### config.mk
export PLATFORM = sky130hd
export DESIGN_NAME = mdu_core
export DESIGN_NICKNAME = d
export VERILOG_FILES = /design/src/rtl/mdu_pkg.sv /design/src/rtl/mdu_mul_step.sv /design/src/rtl/mdu_div_step.sv /design/src/rtl/mdu_seq.sv /design/src/rtl/mdu_core.sv
export SDC_FILE = /design/constraint.sdc
export NUM_CORES = 1
export LEC_CHECK = 0
export BUFFER_PORTS_ARGS = -buffer_cell sky130_fd_sc_hd__buf_2
export CELL_PAD_IN_SITES_DETAIL_PLACEMENT = 1
export CELL_PAD_IN_SITES_GLOBAL_PLACEMENT = 2
export CORE_ASPECT_RATIO = 1.75
export CORE_MARGIN = 5
export CORE_UTILIZATION = 27
export DETAILED_ROUTE_END_ITERATION = 12
export PLACE_DENSITY = 0.64
export SYNTH_ARGS = -nofsm -noshare
export SYNTH_HDL_FRONTEND = slang
export SYNTH_SLANG_ARGS = --single-unit
### constraint.sdc
create_clock -name clk -period 3.99 [get_ports clk]
set_input_delay 0 -clock clk [delete_from_list [all_inputs] [get_ports clk]]
set_output_delay 0 -clock clk [all_outputs]
set_load 0.05 [all_outputs]
### src/rtl/mdu_pkg.sv
package mdu_pkg;
  typedef enum logic {
    OP_MUL = 1'b0,
    OP_DIV = 1'b1
  } mdu_op_e;
endpackage

### src/rtl/mdu_mul_step.sv
// One shift-and-add iteration: {acc, mlt} holds the partial product,
// mlt's low bit decides whether the multiplicand joins the accumulator.
module mdu_mul_step #(
  parameter int W = 8
) (
  input  logic [W-1:0] acc_i,
  input  logic [W-1:0] mlt_i,
  input  logic [W-1:0] mcand_i,
  output logic [W-1:0] acc_o,
  output logic [W-1:0] mlt_o
);
  logic [W:0] sum;

  always_comb begin
    sum = mlt_i[0] ? ({1'b0, acc_i} + {1'b0, mcand_i}) : {1'b0, acc_i};
    {acc_o, mlt_o} = {sum, mlt_i[W-1:1]};
  end
endmodule

### src/rtl/mdu_div_step.sv
// One restoring-division iteration: bring in the next dividend bit,
// subtract the divisor only when it fits, shift the outcome into the quotient.
module mdu_div_step #(
  parameter int W = 8
) (
  input  logic [W-1:0] rem_i,
  input  logic [W-1:0] quo_i,
  input  logic [W-1:0] dvs_i,
  output logic [W-1:0] rem_o,
  output logic [W-1:0] quo_o
);
  logic [W:0]   shifted;
  logic         fits;
  logic [W-1:0] diff;

  always_comb begin
    shifted = {rem_i, quo_i[W-1]};
    fits    = shifted >= {1'b0, dvs_i};
    // result is below the divisor, so the low W bits are exact
    diff    = shifted[W-1:0] - dvs_i;
    rem_o   = fits ? diff : shifted[W-1:0];
    quo_o   = {quo_i[W-2:0], fits};
  end
endmodule

### src/rtl/mdu_seq.sv
// Iteration sequencer: counts W busy cycles, then strobes done.
// A zero-divisor start strobes done at once without going busy.
module mdu_seq #(
  parameter int W = 8
) (
  input  logic clk,
  input  logic rst_n,
  input  logic accept_i,
  input  logic short_i,
  output logic busy_o,
  output logic done_o
);
  localparam int CW = (W > 2) ? $clog2(W) : 1;
  localparam logic [CW-1:0] LAST = CW'(W - 1);

  logic [CW-1:0] cnt_q;

  always_ff @(posedge clk or negedge rst_n) begin
    if (!rst_n) begin
      busy_o <= 1'b0;
      done_o <= 1'b0;
      cnt_q  <= '0;
    end else begin
      done_o <= 1'b0;
      if (busy_o) begin
        cnt_q <= cnt_q + 1'b1;
        if (cnt_q == LAST) begin
          busy_o <= 1'b0;
          done_o <= 1'b1;
        end
      end else if (accept_i) begin
        cnt_q <= '0;
        if (short_i) done_o <= 1'b1;
        else         busy_o <= 1'b1;
      end
    end
  end
endmodule

### src/rtl/mdu_core.sv
module mdu_core #(
  parameter int W = 8
) (
  input  logic         clk,
  input  logic         rst_n,
  input  logic         start_i,
  input  logic         op_div_i,
  input  logic [W-1:0] opa_i,
  input  logic [W-1:0] opb_i,
  output logic         busy_o,
  output logic         done_o,
  output logic [W-1:0] res_r0_o,
  output logic [W-1:0] res_r1_o,
  output logic         carry_we_o,
  output logic         carry_o
);
  import mdu_pkg::*;

  // hi_q: multiply accumulator / divide remainder
  // lo_q: multiplier being consumed / quotient being built
  logic [W-1:0] hi_q, lo_q, opnd_q;
  mdu_op_e      op_q;
  logic         dz_q;
  logic         accept, div_zero;
  logic [W-1:0] mul_hi, mul_lo, div_hi, div_lo;

  assign accept   = start_i && !busy_o;
  assign div_zero = op_div_i && (opb_i == '0);

  mdu_seq #(.W(W)) u_seq (
    .clk      (clk),
    .rst_n    (rst_n),
    .accept_i (accept),
    .short_i  (div_zero),
    .busy_o   (busy_o),
    .done_o   (done_o)
  );

  mdu_mul_step #(.W(W)) u_mul (
    .acc_i   (hi_q),
    .mlt_i   (lo_q),
    .mcand_i (opnd_q),
    .acc_o   (mul_hi),
    .mlt_o   (mul_lo)
  );

  mdu_div_step #(.W(W)) u_div (
    .rem_i (hi_q),
    .quo_i (lo_q),
    .dvs_i (opnd_q),
    .rem_o (div_hi),
    .quo_o (div_lo)
  );

  always_ff @(posedge clk or negedge rst_n) begin
    if (!rst_n) begin
      hi_q   <= '0;
      lo_q   <= '0;
      opnd_q <= '0;
      op_q   <= OP_MUL;
      dz_q   <= 1'b0;
    end else if (busy_o) begin
      if (op_q == OP_DIV) begin
        hi_q <= div_hi;
        lo_q <= div_lo;
      end else begin
        hi_q <= mul_hi;
        lo_q <= mul_lo;
      end
    end else if (accept) begin
      op_q   <= op_div_i ? OP_DIV : OP_MUL;
      opnd_q <= opb_i;
      dz_q   <= div_zero;
      hi_q   <= '0;
      lo_q   <= div_zero ? '1 : opa_i;
    end
  end

  // divide keeps quotient in lo_q and remainder in hi_q
  assign res_r0_o   = (op_q == OP_DIV) ? lo_q : hi_q;
  assign res_r1_o   = (op_q == OP_DIV) ? hi_q : lo_q;
  assign carry_we_o = done_o && (op_q == OP_DIV);
  assign carry_o    = dz_q;
endmodule

==> results of run 1 <==
[worst max-delay path, cell delays in order, from the launching register on]
cell and delay, ns:
dfrtp_1 0.43, inv_1 0.08, ha_1 0.16, inv_1 0.09, fa_1 0.43, a211o_2 0.35, a21o_1 0.19, a21oi_1 0.18
xnor2_1 0.15, mux2i_1 0.10, o211ai_1 0.18
[cells by family (layout without fill, tap and decap cells)]
kind of cell | after synthesis | count (layout)
multiplexers | 11 | 11
buffers and inverters | 37 | 82
AND/OR/NAND/NOR | 85 | 85
XOR/XNOR | 9 | 9
adder cells (fa/ha/maj) | 20 | 20
flip-flops | 31 | 31
AO/OA/AOI/OAI | 101 | 101
[what timing repair did]
| action | CTS | global route |
|---|---|---|
| setup buffers | 0 | 0 |
| hold endpoints to repair | 40 | 0 |
| hold buffers | 10 | 0 |
[registers in the layout, summed over array words and instances, names as in the netlist]
register      cells
u_seq.busy_o      1
carry_o           1
u_seq.done_o      1
op_q              1
opnd_q            8
u_seq.cnt_q       3
hi_q              8
lo_q              8
[area by class of cell]
type / instances / area, sq um
inverter: 22 / 82.58
timing repair buffer: 52 / 317.8
tap: 120 / 150.1
sequential: 31 / 775.7
multi-input combinational: 226 / 1540
clock buffer: 8 / 156.4
fill: 1106 / 5956
[layout by cell type (no fill, tap or decap), types with 2 or more instances in the layout]
cell type,count
dlygate4sd3_1,10
o21ai_0,27
and2_1,3
a21o_1,7
o221ai_1,2
nand3_1,7
nor2_1,8
o211ai_1,4
mux2_2,4
inv_1,22
nand2_1,36
o21a_1,9
dfrtp_1,31
buf_2,39
clkbuf_8,2
ha_1,18
xnor2_1,4
clkbuf_16,5
nor3_1,4
mux2i_1,7
a22o_1,3
or3_1,2
a21oi_1,25
a211oi_1,4
xor2_1,5
and3_1,8
buf_4,3
nand2b_1,8
nand3b_1,2
a31oi_1,4
nor2b_1,2
o22ai_1,3
fa_1,2
[through the flow]
| step | hold slack, ns | std cells |
|---|---|---|
| 3_3_place_gp | 0.1360 | 441 |
| 5_1_grt | 0.1023 | 459 |
| 4_1_cts | 0.06809 | 459 |
| 3_5_place_dp | 0.1338 | 441 |
| 2_1_floorplan | -0.2956 | 294 |
| 6_report | 0.05744 | 459 |
[layer usage]
layer / track usage (%) / vias up / part of all wire (%)
met5: 0 / - / 0
met2: 32.81 / 39 / 58
met3: 2.586 / 13 / 3.1
li1: - / 1142 / -
met1: 16.06 / 1153 / 36
met4: 7.024 / 0 / 3.1
[worst min path at each step]
stage,slack (ns),to,cells past startpoint,startpoint
final,0.06,lo_q[0]$_DFFE_PN0P_,3,opa_i[0]
after floorplan,-0.30,carry_o$_DFFE_PN0P_,0,rst_n
after global placement,0.14,opnd_q[0]$_DFFE_PN0P_,1,rst_n
after global routing,0.10,lo_q[0]$_DFFE_PN0P_,3,opa_i[0]
after detailed placement,0.13,opnd_q[0]$_DFFE_PN0P_,1,rst_n
after CTS,0.07,lo_q[0]$_DFFE_PN0P_,3,opa_i[0]
==> results.toml, run 1 <==
[outcome]
status = "finished, final reports clean"

[yosys]
syn_area_sq_um = 2465
synth_compound_area_share_pct = 26.80
synthArstFlopShare_pct = 100.0
synth_common_cells = "nand2_1, dfrtp_1, o21ai_0"
synth_nets = 334
yosysTopAreaCell = "dfrtp_1"
yosysMostFrequentCell = "nand2_1"
synth_top_family_by_area = "compound AO/OA/AOI/OAI gates"
synth.area.top_cells = "dfrtp_1, ha_1, nand2_1"
synth_warnings = 0
synth_edf_count = 0
synth_ff_type = "dfrtp_1"
seq_area_frac_synth_pct = 31.47
syn_avg_cell_area_sq_um = 8.384
synth_xor_area_share_pct = 3.198
ys_types = 48
synth-simple-area-share_pct = 16.80
synth_top_area_share_pct = 31.47
ys_seq_elements = 31
synthAdderAreaFrac_pct = 10.76
syn_inst = 294
synth_mux_area_share_pct = 4.670

[global_routing]
grt.overflow.total = 0
grt_max_degree = 42
grt_pass1_wl_mm = 13.71
antenna_found_initial = 0
grt_pass1_vias = 2586
track_usage_pct = 16.63

[route]
first_iter_violations = 68
ant_nets = 0
vias_per_cell = 5.113
via_count = 2347
totalWireLength_mm = 8.695
avgRoutedWirePerCell_um = 18.94
drc = 0
dr.pass1.iters = 4

[cts]
clk_path_buf_depth = 2
cts_buffers = 5
cts_tree = "done"
clk_latency_ns = 0.28
cts.repair.resized = 0
clk_pin_slew_ns = 0.05
root_buffer = "clkbuf_16"
htreeDepth = 2
cts.sinks = 31

[worst_setup_path]
critPathLaunchType = "flip-flop"
reg2reg_depth = 10
endpoint = "hi_q[6]$_DFFE_PN0P_"
r2r_slack_ns = 1.54
required_ns = 4.18
timing.rr.start = "lo_q[7]$_DFFE_PN0P_"
r2r_end = "hi_q[6]$_DFFE_PN0P_"
cp_max_fo = 5
cp-startpoint = "lo_q[7]$_DFFE_PN0P_"
end_kind = "flip-flop"
path_class = "flip-flop to flip-flop"
arrival_ns = 2.65

[floorplan]
pin_count = 40
fp.dieW_um = 82.23
start_util_pct = 27.45
die_h_um = 136.4
rows = 46
core_area_sq_um = 8979
dieArea_sq_um = 11220

[final_layout]
final_area_sq_um = 3023
antenna_cells = 0
final_nets = 378
postLayoutCoreUtil_pct = 33.67
syn2layout_area_growth_pct = 22.64
drive_above_1_share_pct = 17.40

[timing]
rsz0062_at_grt = "false"
drv_slew = 0
tns_ns = 0
period_needed_ns = 2.451
worst_pin_slew_ns = 0.9294
skew_ns = 0.003955
timing.final.crit_share_pct = 61.43
slew_headroom_pct = 38.04
fmax_mhz = 408.0
finalWorstSetupSlack_ns = 1.539
finalHoldViolCount = 0
setup_viol = 0

[placement]
port_buffers = 39
dpl.hpwl_mm = 6.831
routabilityCongestion = 0.8214
placed_area_sq_um = 2766
dp_slack_ns = 1.546

[min_path]
hold_path.class = "input port to flip-flop"

[job]
max_cap_violations = 0
Power of run 1 is left out: the tool's default activity adds up to more than one toggle a clock period on the data nets, which glitch-free logic cannot reach.
==> inputs of run 2 (changes only) <==
==> constraint.sdc (replaced) <==
create_clock -name clk -period 2.5 [get_ports clk]
set_input_delay 0 -clock clk [delete_from_list [all_inputs] [get_ports clk]]
set_output_delay 0 -clock clk [all_outputs]
set_load 0.05 [all_outputs]
==> run 2 against run 1 <==
  * First-iteration DRC count grew 13%
  * Routed wire length shrank 0.54%
  * Clock skew grew 0.0016 ns
  * Sequential share of layout area shrank 0.88 points
  * Via count grew 1.7%
  * Register-to-register slack lost 1.4 ns
  * Fmax grew 3.5%
  * Clock-buffer cell count shrank 2
  * Global-route usage shrank 0.087 points
  * Largest cell class unchanged
==> results.toml, run 2 (synthesis results as in run 1) <==
[global_routing]
grt-busiest-layer = "met2"
track_usage_pct = 16.54
grt.met1_usage_pct = 16.78
grt_max_degree = 42
met3_usage_pct = 2.653
gr-usage-met2_pct = 31.47
grt.overflow.total = 0
grt_pass1_vias = 2601
grt_pass1_wl_mm = 13.69
antenna_found_initial = 1

[final_layout]
n_fill_cell = 1096
final_common_cell = "buf_2"
final_cell_mix = "buf_2, nand2_1, dfrtp_1"
antenna_cells = 0
reg_top3 = "hi_q (8), lo_q (8), opnd_q (8)"
drive_above_1_share_pct = 20.51
fin_cells = 471
final_nets = 390
syn2layout_area_growth_pct = 27.00

[route]
drc = 0
first_iter_violations = 77
via_count = 2388
avgRoutedWirePerCell_um = 18.36
ant_nets = 0
dr.pass1.iters = 4
vias_per_cell = 5.070
totalWireLength_mm = 8.648

[worst_setup_path]
crit_chain = "ha_1, a21o_1, a31oi_4, a31oi_2, or2_1, o21ai_0, o221ai_1"
slowest_stage = "dfrtp_1"
end_kind = "flip-flop"
path_class = "flip-flop to flip-flop"
required_ns = 2.65
cp-startpoint = "hi_q[1]$_DFFE_PN0P_"
cp_num_buf_inv = 0
r2r_end = "hi_q[0]$_DFFE_PN0P_"
slowest_delay_ns = 0.45
timing.rr.start = "hi_q[1]$_DFFE_PN0P_"
cp_max_fo = 8
reg2reg_depth = 7
critPathTopFamily = "compound AO/OA/AOI/OAI gates"
arrival_ns = 2.51
critPathLaunchType = "flip-flop"
r2r_slack_ns = 0.13

[cts]
cts.sinks = 31
clk_path_buf_depth = 2
clk_pin_slew_ns = 0.06
htreeDepth = 2
root_buffer = "clkbuf_16"
cts_tree = "done"
cts_buffers = 5
clk_latency_ns = 0.29
cts.repair.resized = 0

[floorplan]
fp.dieW_um = 82.23
pin_count = 40
core_area_sq_um = 8979
rows = 46
die_h_um = 136.4
start_util_pct = 27.45
dieArea_sq_um = 11220

[timing]
worst_pin_slew_ns = 0.7819
timing.final.crit_share_pct = 94.71
setup_viol = 0
hold_slack_ns = 0.09645
period_needed_ns = 2.368
slew_headroom_pct = 47.88
tns_ns = 0
finalWorstSetupSlack_ns = 0.1323
skew_ns = 0.005587
finalHoldViolCount = 0
drv_slew = 0
rsz0062_at_grt = "false"
fmax_mhz = 422.4

[placement]
dpl.cell_count = 453
dp_slack_ns = 0.1792
port_buffers = 39
routabilityCongestion = 0.8136
dpl.hpwl_mm = 6.771

[min_path]
hold_path.class = "input port to flip-flop"
holdPathEnd = "lo_q[0]$_DFFE_PN0P_"
holdPathStages = 3
holdCritStartpoint = "opa_i[0]"

[outcome]
status = "finished, final reports clean"

[job]
max_cap_violations = 0
## run 2: repair_timing
action                     in CTS  in global routing
setup endpoints to repair       0                  0
hold endpoints to repair       40                  0
hold buffers                   10                  0
setup buffers                   0                  0
## run 2: worst max path at each step
stage / end / cells after the start
after floorplan: hi_q[6]$_DFFE_PN0P_ / 10
after global placement: hi_q[3]$_DFFE_PN0P_ / 7
after detailed placement: hi_q[3]$_DFFE_PN0P_ / 7
after CTS: hi_q[0]$_DFFE_PN0P_ / 7
after global routing: hi_q[0]$_DFFE_PN0P_ / 7
final: hi_q[0]$_DFFE_PN0P_ / 7
## run 2: layout make-up
class / count / area, sq um / area share (%)
clock buffers: 6 / 138.9 / 4.436
well taps: 120 / 150.1 / 4.796
clock inverters: 2 / 35.03 / 1.119
multi-input cells: 226 / 1540 / 49.20
inverters: 22 / 82.58 / 2.638
repair buffers: 64 / 407.9 / 13.03
flip-flops and latches: 31 / 775.7 / 24.78
## run 2: worst register-to-register path: cells and delay by family (launching register included)
kind	cells	cell delay, ns
AND/OR/NAND/NOR	1	0.39
adder cells (fa/ha/maj)	1	0.45
AO/OA/AOI/OAI	5	0.94
flip-flops	1	0.45
## run 2: stage by stage
| stage | cell area [sq um] | util [%] |
|---|---|---|
| after floorplan | 2465 | - |
| after global placement | 2856 | 31.81 |
| after detailed placement | 2856 | 31.81 |
| after CTS | 3131 | 34.87 |
| after global routing | 3131 | 34.87 |
| final | 3131 | 34.87 |
## run 2: layer usage
metal	routed length, um	vias up	share of wire (%)
li1	-	1166	-
met4	270	2	3.1
met1	3214	1164	37
met2	4888	40	57
met3	260	16	3.0
met5	13	-	0.15
Power of run 2 is left out for the same reason.
==> inputs of run 3 (changes only) <==
--- a/config.mk
+++ b/config.mk
@@ -13,6 +13,7 @@
 export CORE_UTILIZATION = 27
 export DETAILED_ROUTE_END_ITERATION = 12
 export PLACE_DENSITY = 0.64
+export SLEW_MARGIN = 40
 export SYNTH_ARGS = -nofsm -noshare
 export SYNTH_HDL_FRONTEND = slang
 export SYNTH_SLANG_ARGS = --single-unit
==> constraint.sdc (replaced) <==
create_clock -name clk -period 3 [get_ports clk]
set_input_delay 0 -clock clk [delete_from_list [all_inputs] [get_ports clk]]
set_output_delay 0 -clock clk [all_outputs]
set_load 0.05 [all_outputs]
==> run 3 against run 2 <==
  * Critical endpoint unchanged
  * Register-to-register slack improved by 0.24 ns
  * First-iteration DRC count up 3.9%
  * Sequential share of layout area up 0.70 points
  * Via count down 3.0%
  * Non-clock buffer count fell by 7
  * Die area unchanged
  * Critical path type unchanged
  * Fmax is 9.8% lower
  * Global-route usage shrank 0.087 points
  * Setup slack better by 0.24 ns
==> results.toml, run 3 (synthesis results as in run 1) <==
[route]
totalWireLength_mm = 8.581
via_count = 2316
drc = 0
dr.pass1.iters = 5
first_iter_violations = 80
vias_per_cell = 4.991
ant_nets = 0
avgRoutedWirePerCell_um = 18.49

[final_layout]
reg_top3 = "hi_q (8), lo_q (8), opnd_q (8)"
final_cell_mix = "buf_2, nand2_1, dfrtp_1"
final_nets = 383
antenna_cells = 0
syn2layout_area_growth_pct = 23.50
final_common_cell = "buf_2"
n_fill_cell = 1116
drive_above_1_share_pct = 18.31
postLayoutCoreUtil_pct = 33.90
fin_cells = 464

[floorplan]
core_area_sq_um = 8979
dieArea_sq_um = 11220
die_h_um = 136.4
start_util_pct = 27.45
pin_count = 40
rows = 46
fp.dieW_um = 82.23

[cts]
clk_path_buf_depth = 2
root_buffer = "clkbuf_16"
post-cts-setup-buffers = 0
cts.sinks = 31
clk_pin_slew_ns = 0.06
clk_latency_ns = 0.29
htreeDepth = 2
cts_tree = "done"
cts_buffers = 5

[worst_setup_path]
path_class = "flip-flop to flip-flop"
arrival_ns = 2.76
end_kind = "flip-flop"
required_ns = 3.14
critPathLaunchType = "flip-flop"
cp_max_fo = 8

[timing]
setup_viol = 0
tns_ns = 0
timing.final.crit_share_pct = 87.53
fmax_mhz = 380.8
finalHoldViolCount = 0
period_needed_ns = 2.626
worst_pin_slew_ns = 0.6407
rsz0062_at_grt = "false"
slew_headroom_pct = 57.29
drv_slew = 0
skew_ns = 0.006315

[global_routing]
antenna_found_initial = 0
grt_max_degree = 32
grt_pass1_wl_mm = 13.48
grt.overflow.total = 0
track_usage_pct = 16.45
grt_pass1_vias = 2450

[outcome]
status = "finished, final reports clean"

[placement]
dpl.cell_count = 446
routabilityCongestion = 0.8323
port_buffers = 39
dpl.hpwl_mm = 6.690

[job]
max_cap_violations = 0

[min_path]
hold_path.class = "input port to flip-flop"
[run 3: cell count changes in the layout (fill, tap and decap cells not counted), sizes merged]
cell,delta
bufinv,-1
clkbuf,+1
buf,-7
[run 3: what timing repair did]
action / CTS / global route
resized for setup: 0 / 0
hold buffers: 10 / 0
endpoints found under the hold margin: 40 / 0
[run 3: cell type report]
type,instances,area [sq um],share of cell area (%)
clock buffers,7,132.6,4.357
clock inverters,1,5.005,0.1644
inverters,22,82.58,2.713
multi-input cells,226,1540,50.60
flip-flops and latches,31,775.7,25.48
well taps,120,150.1,4.932
repair buffers,57,357.8,11.76
[run 3: critical path, stage by stage, from the launching register on]
cell and delay [ns]:
dfrtp_1 0.47, ha_1 0.46, a21o_1 0.24, a31oi_4 0.19
a31oi_2 0.17, or2_1 0.41, o21ai_0 0.35, o221ai_1 0.19
[run 3: layer usage]
layer / routed length (um) / vias up / GRT usage (%)
li1: - / 1144 / -
met1: 3359 / 1119 / 18.28
met2: 4721 / 42 / 30.13
met3: 251 / 11 / 2.056
met4: 248 / 0 / 7.116
met5: 0 / - / 0
[run 3: worst paths after layout]
path | to | cells past startpoint | slack (ns) | from
max in group asynchronous | lo_q[6]$_DFFE_PN0P_ | 2 | 2.43 | rst_n
hold reg to reg | u_seq.cnt_q[0]$_DFFE_PN0P_ | 1 | 0.50 | u_seq.cnt_q[0]$_DFFE_PN0P_
setup reg to reg | hi_q[0]$_DFFE_PN0P_ | 7 | 0.37 | hi_q[1]$_DFFE_PN0P_
setup / recovery | hi_q[0]$_DFFE_PN0P_ | 7 | 0.37 | hi_q[1]$_DFFE_PN0P_
min in group asynchronous | lo_q[1]$_DFFE_PN0P_ | 2 | 0.23 | rst_n
hold / removal | lo_q[0]$_DFFE_PN0P_ | 3 | 0.07 | opa_i[0]
[run 3: metrics by stage]
step	hold WS [ns]	instance area, sq um	worst slack, ns
CTS	0.07933	3042	0.3601
detailed placement	0.1448	2804	0.3905
global placement	0.1401	2804	0.3530
finish	0.07398	3044	0.3742
floorplan	-0.2956	2465	0.8506
global route	0.1039	3044	0.2764
Power of run 3 is left out for the same reason.
